## src/rtl/spi_ee_pkg.sv

```systemverilog
package spi_ee_pkg;
  localparam logic [7:0] OPC_READ  = 8'h03;
  localparam logic [7:0] OPC_WRITE = 8'h02;
  localparam logic [7:0] OPC_WREN  = 8'h06;

  localparam int OPC_BITS  = 8;
  localparam int ADDR_BITS = 16;

  typedef enum logic [2:0] {
    ST_OPC,
    ST_ADDR,
    ST_RD,
    ST_WR,
    ST_SKIP
  } ee_state_e;
endpackage

```

## src/rtl/spi_ee_sync.sv

```systemverilog
module spi_ee_sync #(
  parameter int STAGES = 2
) (
  input  logic clk,
  input  logic rst_n,
  input  logic sclk_i,
  input  logic cs_n_i,
  input  logic mosi_i,
  output logic rst_no,
  output logic cs_act_o,
  output logic mosi_o,
  output logic rise_o,
  output logic fall_o
);
  logic [1:0]      rst_q;
  logic [STAGES:0] sclk_q;
  logic [STAGES-1:0] cs_q;
  logic [STAGES-1:0] mosi_q;

  // reset: asserted asynchronously, released on a clock edge
  always_ff @(posedge clk or negedge rst_n) begin
    if (!rst_n) rst_q <= '0;
    else        rst_q <= {rst_q[0], 1'b1};
  end
  assign rst_no = rst_q[1];

  always_ff @(posedge clk or negedge rst_n) begin
    if (!rst_n) begin
      sclk_q <= '0;
      cs_q   <= '1;
      mosi_q <= '0;
    end else begin
      sclk_q <= {sclk_q[STAGES-1:0], sclk_i};
      cs_q   <= {cs_q[STAGES-2:0], cs_n_i};
      mosi_q <= {mosi_q[STAGES-2:0], mosi_i};
    end
  end

  assign cs_act_o = ~cs_q[STAGES-1];
  assign mosi_o   = mosi_q[STAGES-1];
  assign rise_o   = sclk_q[STAGES-1] & ~sclk_q[STAGES];
  assign fall_o   = ~sclk_q[STAGES-1] & sclk_q[STAGES];
endmodule

```

## src/rtl/spi_ee_array.sv

```systemverilog
module spi_ee_array #(
  parameter int DEPTH  = 256,
  localparam int ADDR_W = $clog2(DEPTH)
) (
  input  logic              clk,
  input  logic              rst_ni,
  input  logic              we_i,
  input  logic [ADDR_W-1:0] waddr_i,
  input  logic [7:0]        wdata_i,
  input  logic [ADDR_W-1:0] raddr_i,
  output logic [7:0]        rdata_o
);
  logic [7:0] mem_q [DEPTH];

  // storage carries no reset, like the cells it models
  always_ff @(posedge clk) begin
    if (we_i) mem_q[waddr_i] <= wdata_i;
  end

  assign rdata_o = mem_q[raddr_i];

  // a store always has a defined target and value
  p_store_known_r6: assert property (@(posedge clk) disable iff (!rst_ni)
    we_i |-> !$isunknown({waddr_i, wdata_i}));
endmodule

```

## src/rtl/spi_ee_ctrl.sv

```systemverilog
module spi_ee_ctrl
  import spi_ee_pkg::*;
#(
  parameter int DEPTH      = 256,
  parameter int PAGE_BYTES = 32,
  localparam int ADDR_W = $clog2(DEPTH),
  localparam int PAGE_W = $clog2(PAGE_BYTES)
) (
  input  logic              clk,
  input  logic              rst_ni,
  input  logic              cs_act_i,
  input  logic              mosi_i,
  input  logic              sclk_rise_i,
  input  logic              sclk_fall_i,
  input  logic [7:0]        rdata_i,
  output logic [ADDR_W-1:0] addr_o,
  output logic              we_o,
  output logic [7:0]        wdata_o,
  output logic              miso_o,
  output logic              miso_oe_o
);
  localparam int CNT_W = $clog2(ADDR_BITS);

  ee_state_e         state_q, state_d;
  logic [CNT_W-1:0]  bitcnt_q, bitcnt_d;
  logic [15:0]       sh_q, sh_d, sh_nx;
  logic              wr_cmd_q, wr_cmd_d;
  logic              wel_q, wel_d;
  logic [ADDR_W-1:0] addr_q, addr_d, page_next;
  logic [7:0]        out_q, out_d;
  logic              oe_q, oe_d;

  // next address inside the current page
  generate
    if (ADDR_W > PAGE_W) begin : g_paged
      assign page_next = {addr_q[ADDR_W-1:PAGE_W], addr_q[PAGE_W-1:0] + 1'b1};
    end else begin : g_flat
      assign page_next = addr_q + 1'b1;
    end
  endgenerate

  assign sh_nx = {sh_q[14:0], mosi_i};

  always_comb begin
    state_d  = state_q;
    bitcnt_d = bitcnt_q;
    sh_d     = sh_q;
    wr_cmd_d = wr_cmd_q;
    wel_d    = wel_q;
    addr_d   = addr_q;
    out_d    = out_q;
    oe_d     = oe_q;
    we_o     = 1'b0;
    wdata_o  = sh_nx[7:0];
    if (!cs_act_i) begin
      state_d  = ST_OPC;
      bitcnt_d = '0;
      wr_cmd_d = 1'b0;
      oe_d     = 1'b0;
    end else if (sclk_rise_i) begin
      unique case (state_q)
        ST_OPC: begin
          sh_d     = sh_nx;
          bitcnt_d = bitcnt_q + 1'b1;
          if (bitcnt_q == CNT_W'(OPC_BITS - 1)) begin
            bitcnt_d = '0;
            if (sh_nx[7:0] == OPC_READ) begin
              state_d  = ST_ADDR;
              wr_cmd_d = 1'b0;
            end else if (sh_nx[7:0] == OPC_WRITE && wel_q) begin
              state_d  = ST_ADDR;
              wr_cmd_d = 1'b1;
              wel_d    = 1'b0;
            end else if (sh_nx[7:0] == OPC_WREN) begin
              state_d = ST_SKIP;
              wel_d   = 1'b1;
            end else begin
              state_d = ST_SKIP;
            end
          end
        end
        ST_ADDR: begin
          sh_d     = sh_nx;
          bitcnt_d = bitcnt_q + 1'b1;
          if (bitcnt_q == CNT_W'(ADDR_BITS - 1)) begin
            bitcnt_d = '0;
            addr_d   = sh_nx[ADDR_W-1:0];
            state_d  = wr_cmd_q ? ST_WR : ST_RD;
          end
        end
        ST_RD: begin
          bitcnt_d = bitcnt_q + 1'b1;
          if (bitcnt_q == CNT_W'(7)) begin
            bitcnt_d = '0;
            addr_d   = addr_q + 1'b1;
          end
        end
        ST_WR: begin
          sh_d     = sh_nx;
          bitcnt_d = bitcnt_q + 1'b1;
          if (bitcnt_q == CNT_W'(7)) begin
            bitcnt_d = '0;
            we_o     = 1'b1;
            addr_d   = page_next;
          end
        end
        default: ;
      endcase
    end else if (sclk_fall_i && state_q == ST_RD) begin
      oe_d  = 1'b1;
      out_d = (bitcnt_q == '0) ? rdata_i : {out_q[6:0], 1'b0};
    end
  end

  always_ff @(posedge clk or negedge rst_ni) begin
    if (!rst_ni) begin
      state_q  <= ST_OPC;
      bitcnt_q <= '0;
      sh_q     <= '0;
      wr_cmd_q <= 1'b0;
      wel_q    <= 1'b0;
      addr_q   <= '0;
      out_q    <= '0;
      oe_q     <= 1'b0;
    end else begin
      state_q  <= state_d;
      bitcnt_q <= bitcnt_d;
      sh_q     <= sh_d;
      wr_cmd_q <= wr_cmd_d;
      wel_q    <= wel_d;
      addr_q   <= addr_d;
      out_q    <= out_d;
      oe_q     <= oe_d;
    end
  end

  assign addr_o    = addr_q;
  assign miso_o    = out_q[7];
  assign miso_oe_o = oe_q;

  // a deselected device releases the line on the next cycle
  p_release_on_cs_r9: assert property (@(posedge clk) disable iff (!rst_ni)
    !cs_act_i |=> !oe_q);
  // the line is driven only while returning read data
  p_drive_only_read_r3: assert property (@(posedge clk) disable iff (!rst_ni)
    oe_q |-> state_q == ST_RD);
  // the data bit moves only on a falling clock edge
  p_miso_on_fall_r10: assert property (@(posedge clk) disable iff (!rst_ni)
    (cs_act_i && !sclk_fall_i) |=> $stable(out_q[7]));
  // a write command without the enable is dropped
  p_write_gated_r7: assert property (@(posedge clk) disable iff (!rst_ni)
    (cs_act_i && sclk_rise_i && state_q == ST_OPC && bitcnt_q == CNT_W'(7)
     && sh_nx[7:0] == OPC_WRITE && !wel_q) |=> state_q == ST_SKIP);
  // the read address steps by one after each byte
  p_read_step_r4: assert property (@(posedge clk) disable iff (!rst_ni)
    (cs_act_i && sclk_rise_i && state_q == ST_RD && bitcnt_q == CNT_W'(7))
    |=> addr_q == ADDR_W'($past(addr_q) + 1'b1));
  generate
    if (ADDR_W > PAGE_W) begin : g_page_chk
      // a store never moves the address to another page
      p_page_hold_r8: assert property (@(posedge clk) disable iff (!rst_ni)
        we_o |=> addr_q[ADDR_W-1:PAGE_W] == $past(addr_q[ADDR_W-1:PAGE_W]));
    end
  endgenerate
endmodule

```

## src/rtl/spi_eeprom_responder.sv

```systemverilog
module spi_eeprom_responder #(
  parameter int DEPTH      = 256,
  parameter int PAGE_BYTES = 32,
  parameter int SYNC_STAGES = 2
) (
  input  logic clk,
  input  logic rst_n,
  input  logic spi_sclk,
  input  logic spi_cs_n,
  input  logic spi_mosi,
  output logic spi_miso,
  output logic spi_miso_oe
);
  localparam int ADDR_W = $clog2(DEPTH);

  logic              rst_s_n, cs_act, mosi_s, sclk_rise, sclk_fall;
  logic              we;
  logic [ADDR_W-1:0] addr;
  logic [7:0]        wdata, rdata;

  spi_ee_sync #(.STAGES(SYNC_STAGES)) i_sync (
    .clk(clk), .rst_n(rst_n), .sclk_i(spi_sclk), .cs_n_i(spi_cs_n),
    .mosi_i(spi_mosi), .rst_no(rst_s_n), .cs_act_o(cs_act),
    .mosi_o(mosi_s), .rise_o(sclk_rise), .fall_o(sclk_fall)
  );

  spi_ee_ctrl #(.DEPTH(DEPTH), .PAGE_BYTES(PAGE_BYTES)) i_ctrl (
    .clk(clk), .rst_ni(rst_s_n), .cs_act_i(cs_act), .mosi_i(mosi_s),
    .sclk_rise_i(sclk_rise), .sclk_fall_i(sclk_fall), .rdata_i(rdata),
    .addr_o(addr), .we_o(we), .wdata_o(wdata),
    .miso_o(spi_miso), .miso_oe_o(spi_miso_oe)
  );

  spi_ee_array #(.DEPTH(DEPTH)) i_array (
    .clk(clk), .rst_ni(rst_s_n), .we_i(we), .waddr_i(addr),
    .wdata_i(wdata), .raddr_i(addr), .rdata_o(rdata)
  );
endmodule

```

## config.mk

```make
export PLATFORM = sky130hd
export DESIGN_NAME = spi_eeprom_responder
export DESIGN_NICKNAME = d
export VERILOG_FILES = /design/src/rtl/spi_ee_pkg.sv /design/src/rtl/spi_ee_sync.sv /design/src/rtl/spi_ee_array.sv /design/src/rtl/spi_ee_ctrl.sv /design/src/rtl/spi_eeprom_responder.sv
export SDC_FILE = /design/constraint.sdc
export NUM_CORES = 2
export LEC_CHECK = 0
export BUFFER_PORTS_ARGS = -buffer_cell sky130_fd_sc_hd__buf_2
export CORE_MARGIN = 4
export CORE_UTILIZATION = 45
export CTS_CLUSTER_SIZE = 16
export DETAILED_ROUTE_END_ITERATION = 10
export PLACE_DENSITY_LB_ADDON = 0.12
export SLEW_MARGIN = 20
export SYNTH_ARGS = -nofsm -noshare
export SYNTH_HDL_FRONTEND = slang
export SYNTH_HIERARCHICAL = 1
export SYNTH_SLANG_ARGS = --single-unit
```

## constraint.sdc

```tcl
create_clock -name clk -period 3.3 [get_ports clk]
set_input_delay 0.66 -clock clk [delete_from_list [all_inputs] [get_ports clk]]
set_output_delay 0.66 -clock clk [all_outputs]
set_load 0.01 [all_outputs]
```

==> results.json <==
{
  "cts_max_level": 4,
  "p_leak_nw": 29.8,
  "area_growth_pct": 17.1,
  "tritoncts": "built",
  "cp_cell_sequence": "buf_12 > buf_12 > mux4_2 > mux4_2 > nor2b_1 > nor4_2 > buf_4 > nor4_2 > mux2i_1 > o21ai_1",
  "layout_commonest_cell": "edfxtp_1",
  "clk_latency_ps": 850,
  "ys_ff_latch": 2090,
  "vias_per_cell": 5.88,
  "vdd_drop_max_v": 0.00101,
  "min_path_type": "in -> async",
  "row_count": 155,
  "final_cell_area_um2": 95400,
  "cp_slowest_cell": "mux4_2",
  "grt_pass1_wl_um": 302000,
  "synth_flop_cell": "edfxtp_1",
  "synth_top_area_share_pct": 75.5,
  "fin_skew_ps": 26.9,
  "cpPeakStageDelay_ps": 580,
  "ys_types": 77,
  "end_kind": "flop",
  "yosys_warnings": 6,
  "ys_top_cells_by_area": "edfxtp_1 (75%), mux4_2 (13%), mux2i_1 (1.8%)",
  "period_share_pct": 98.2,
  "max_cap_viol_count": 0,
  "yosysTopAreaCell": "edfxtp_1",
  "portBuffers": 6,
  "ys_async_sr_fraction_pct": 2.01,
  "syn_avg_cell_area_um2": 20.7,
  "cts.clk_slew.worst_paths_ps": 60,
  "drc": 0,
  "maxSlewHeadroom_pct": 23.9,
  "postRouteAntennaNets": 0,
  "fill_cells": 14100,
  "power.density_nw_per_um2": 617,
  "synth-edff-count": 2048,
  "setup_ws_ps": 59.4,
  "final_cell_mix": "edfxtp_1 (2048), buf_4 (517), mux4_2 (454)",
  "arrival_ps": 3940,
  "cts_buffer_depth": 3,
  "fmax_ghz": 0.309,
  "die-area_um2": 188000,
  "antenna_found_initial": 6,
  "synth_nets": 3936,
  "dp_hpwl_um": 130000,
  "antenna_cells": 0,
  "ff2ff_path_depth": 10,
  "dr.pass1.iters": 5,
  "wl_um": 209000,
  "whs_ps": 256,
  "grt_overflow": 0,
  "cts_inserted_buffers": 214,
  "grt_pass1_vias": 41600,
  "drive_gt1_share_pct": 30.6,
  "cp_top_family": "multiplexers",
  "status": "finished clean",
  "crit_path_start_kind": "flop",
  "route.detailed.wl_per_inst_um": 29.7,
  "start_util_pct": 45.5,
  "r2r-start": "i_ctrl/addr_o[0]",
  "cts_root_buf": "clkbuf_16",
  "pre_cts_ws_ps": -543,
  "hold_violations": 0,
  "slew_violations": 0,
  "nets": 4503,
  "io_pins": 7,
  "seq_area_um2": 62600,
  "multi_input_area_um2": 17700,
  "path_buf_inv": 3,
  "path_class": "reg -> reg",
  "setup_violations": 0,
  "placed_area_um2": 88100,
  "fin_crit_ps": 3240,
  "crit_required_ps": 4000,
  "die_x_um": 433,
  "die_y_um": 433,
  "synthCells": 3928,
  "ys_seq_area_share_pct": 76.8,
  "r2r_end": "i_ctrl/out_q[4]",
  "grt_max_degree": 214,
  "netlist_area_um2": 81500,
  "cts_sinks": 2090,
  "num_vias": 41300,
  "first_iter_violations": 4751,
  "core-area_um2": 179000,
  "worstMarginPinSlew_ps": 1140,
  "cp_max_fo": 15,
  "gp_congestion": 0.843,
  "rrSetupSlack_ps": 60,
  "track_usage_pct": 22.4
}
[area by class of cell]
cell class | instances | share of cell area, %
Sequential cell | 2090 | 65.6
Timing Repair Buffer | 596 | 5.56
Clock inverter | 113 | 1.06
Multi-Input combinational cell | 1585 | 18.5
Clock buffer | 285 | 6.12
Tap cell | 2355 | 3.09
Inverter | 8 | 0.0315
[state kept, by name (all words and copies together) (netlist names)]
| register | flops |
|---|---|
| i_ctrl/sh_q | 7 |
| i_ctrl/miso_oe_o | 1 |
| i_ctrl/wr_cmd_q | 1 |
| i_sync/sclk_q | 3 |
| i_ctrl/bitcnt_q | 4 |
| i_ctrl/out_q | 8 |
| i_ctrl/addr_o | 8 |
| i_ctrl/wel_q | 1 |
| i_ctrl/state_q | 3 |
| i_array/mem_q | 2048 |
| i_sync/mosi_q | 2 |
| i_sync/rst_q | 2 |
| i_sync/cs_q | 2 |
[cell usage after synthesis (17+ instances only)]
cell type,number
nor2b_1,38
clkbuf_1,117
buf_1,23
nor2_1,294
edfxtp_1,2048
nor3_1,25
buf_2,33
o221ai_1,46
dfrtp_1,40
nor4_1,26
a22oi_1,134
o21ai_0,22
buf_6,23
a211oi_1,17
nand2_1,58
buf_4,28
nand3_1,38
mux4_2,454
a21oi_1,103
mux2i_1,143
o22ai_1,29
[repair_timing]
action | CTS | global route
cloned | 0 | 3
gates resized for setup | 24 | 22
pin swaps | 2 | 7
hold buffers | 4 | 0
endpoints found under the hold margin | 12 | 0
buffers inserted | 0 | 5
setup endpoints to repair | 8 | 135
[worst max-delay path by stage]
| stage | cells past startpoint | endpoint | start |
|---|---|---|---|
| after global routing | 13 | i_ctrl/out_q[2] | i_ctrl/addr_o[0] |
| after CTS | 13 | i_ctrl/out_q[2] | i_ctrl/addr_o[0] |
| after global placement | 10 | i_ctrl/out_q[5] | i_ctrl/addr_o[0] |
| final | 10 | i_ctrl/out_q[4] | i_ctrl/addr_o[0] |
| after detailed placement | 10 | i_ctrl/out_q[3] | i_ctrl/addr_o[0] |
| after floorplan | 4 | i_ctrl/state_q[0] | i_ctrl/sh_q[0] |
[routing by layer]
| metal | GRT usage (%) | wire length (µm) | vias up |
|---|---|---|---|
| met5 | 0 | 0 | - |
| met4 | 5.64 | 4690 | 0 |
| met3 | 3.87 | 13200 | 295 |
| met2 | 35.1 | 99900 | 1389 |
| met1 | 32.9 | 91100 | 22100 |
| li1 | - | - | 17500 |
[per-stage QoR]
step	power (mW)	std cells	util [%]	setup TNS (ps)
global placement	35.8	6622	49.2	-2800
detailed placement	36.0	6622	49.2	-1940
global route	60.8	7032	53.2	-11.8
finish	58.9	7032	53.2	0
CTS	59.5	7024	53.1	0
floorplan	34.1	3928	-	0
[logic make-up (layout without fill, tap and decap cells)]
| logic type | after synthesis | count (layout) | share of synthesized area, % |
|---|---|---|---|
| AOI/OAI and AO/OA | 429 | 429 | 3.68 |
| xor gates and xnor gates | 2 | 2 | 0.0215 |
| adders and majority gates | 3 | 3 | 0.0461 |
| buffers and inverters | 253 | 1002 | 1.90 |
| DFF | 2090 | 2090 | 76.8 |
| muxes | 608 | 608 | 14.5 |
| other | 1 | 1 | 0.00460 |
| and+or+nand+nor | 542 | 542 | 3.07 |
[power breakdown]
part	switching, mW	leakage (nW)	internal [mW]	total (mW)
Sequential	0.343	19.1	31.9	32.2
Clock	10.1	3.36	13.5	23.6
Combinational	2.82	7.42	0.254	3.08
Total	13.2	29.8	45.7	58.9
Power figures use the tool's default switching activity.
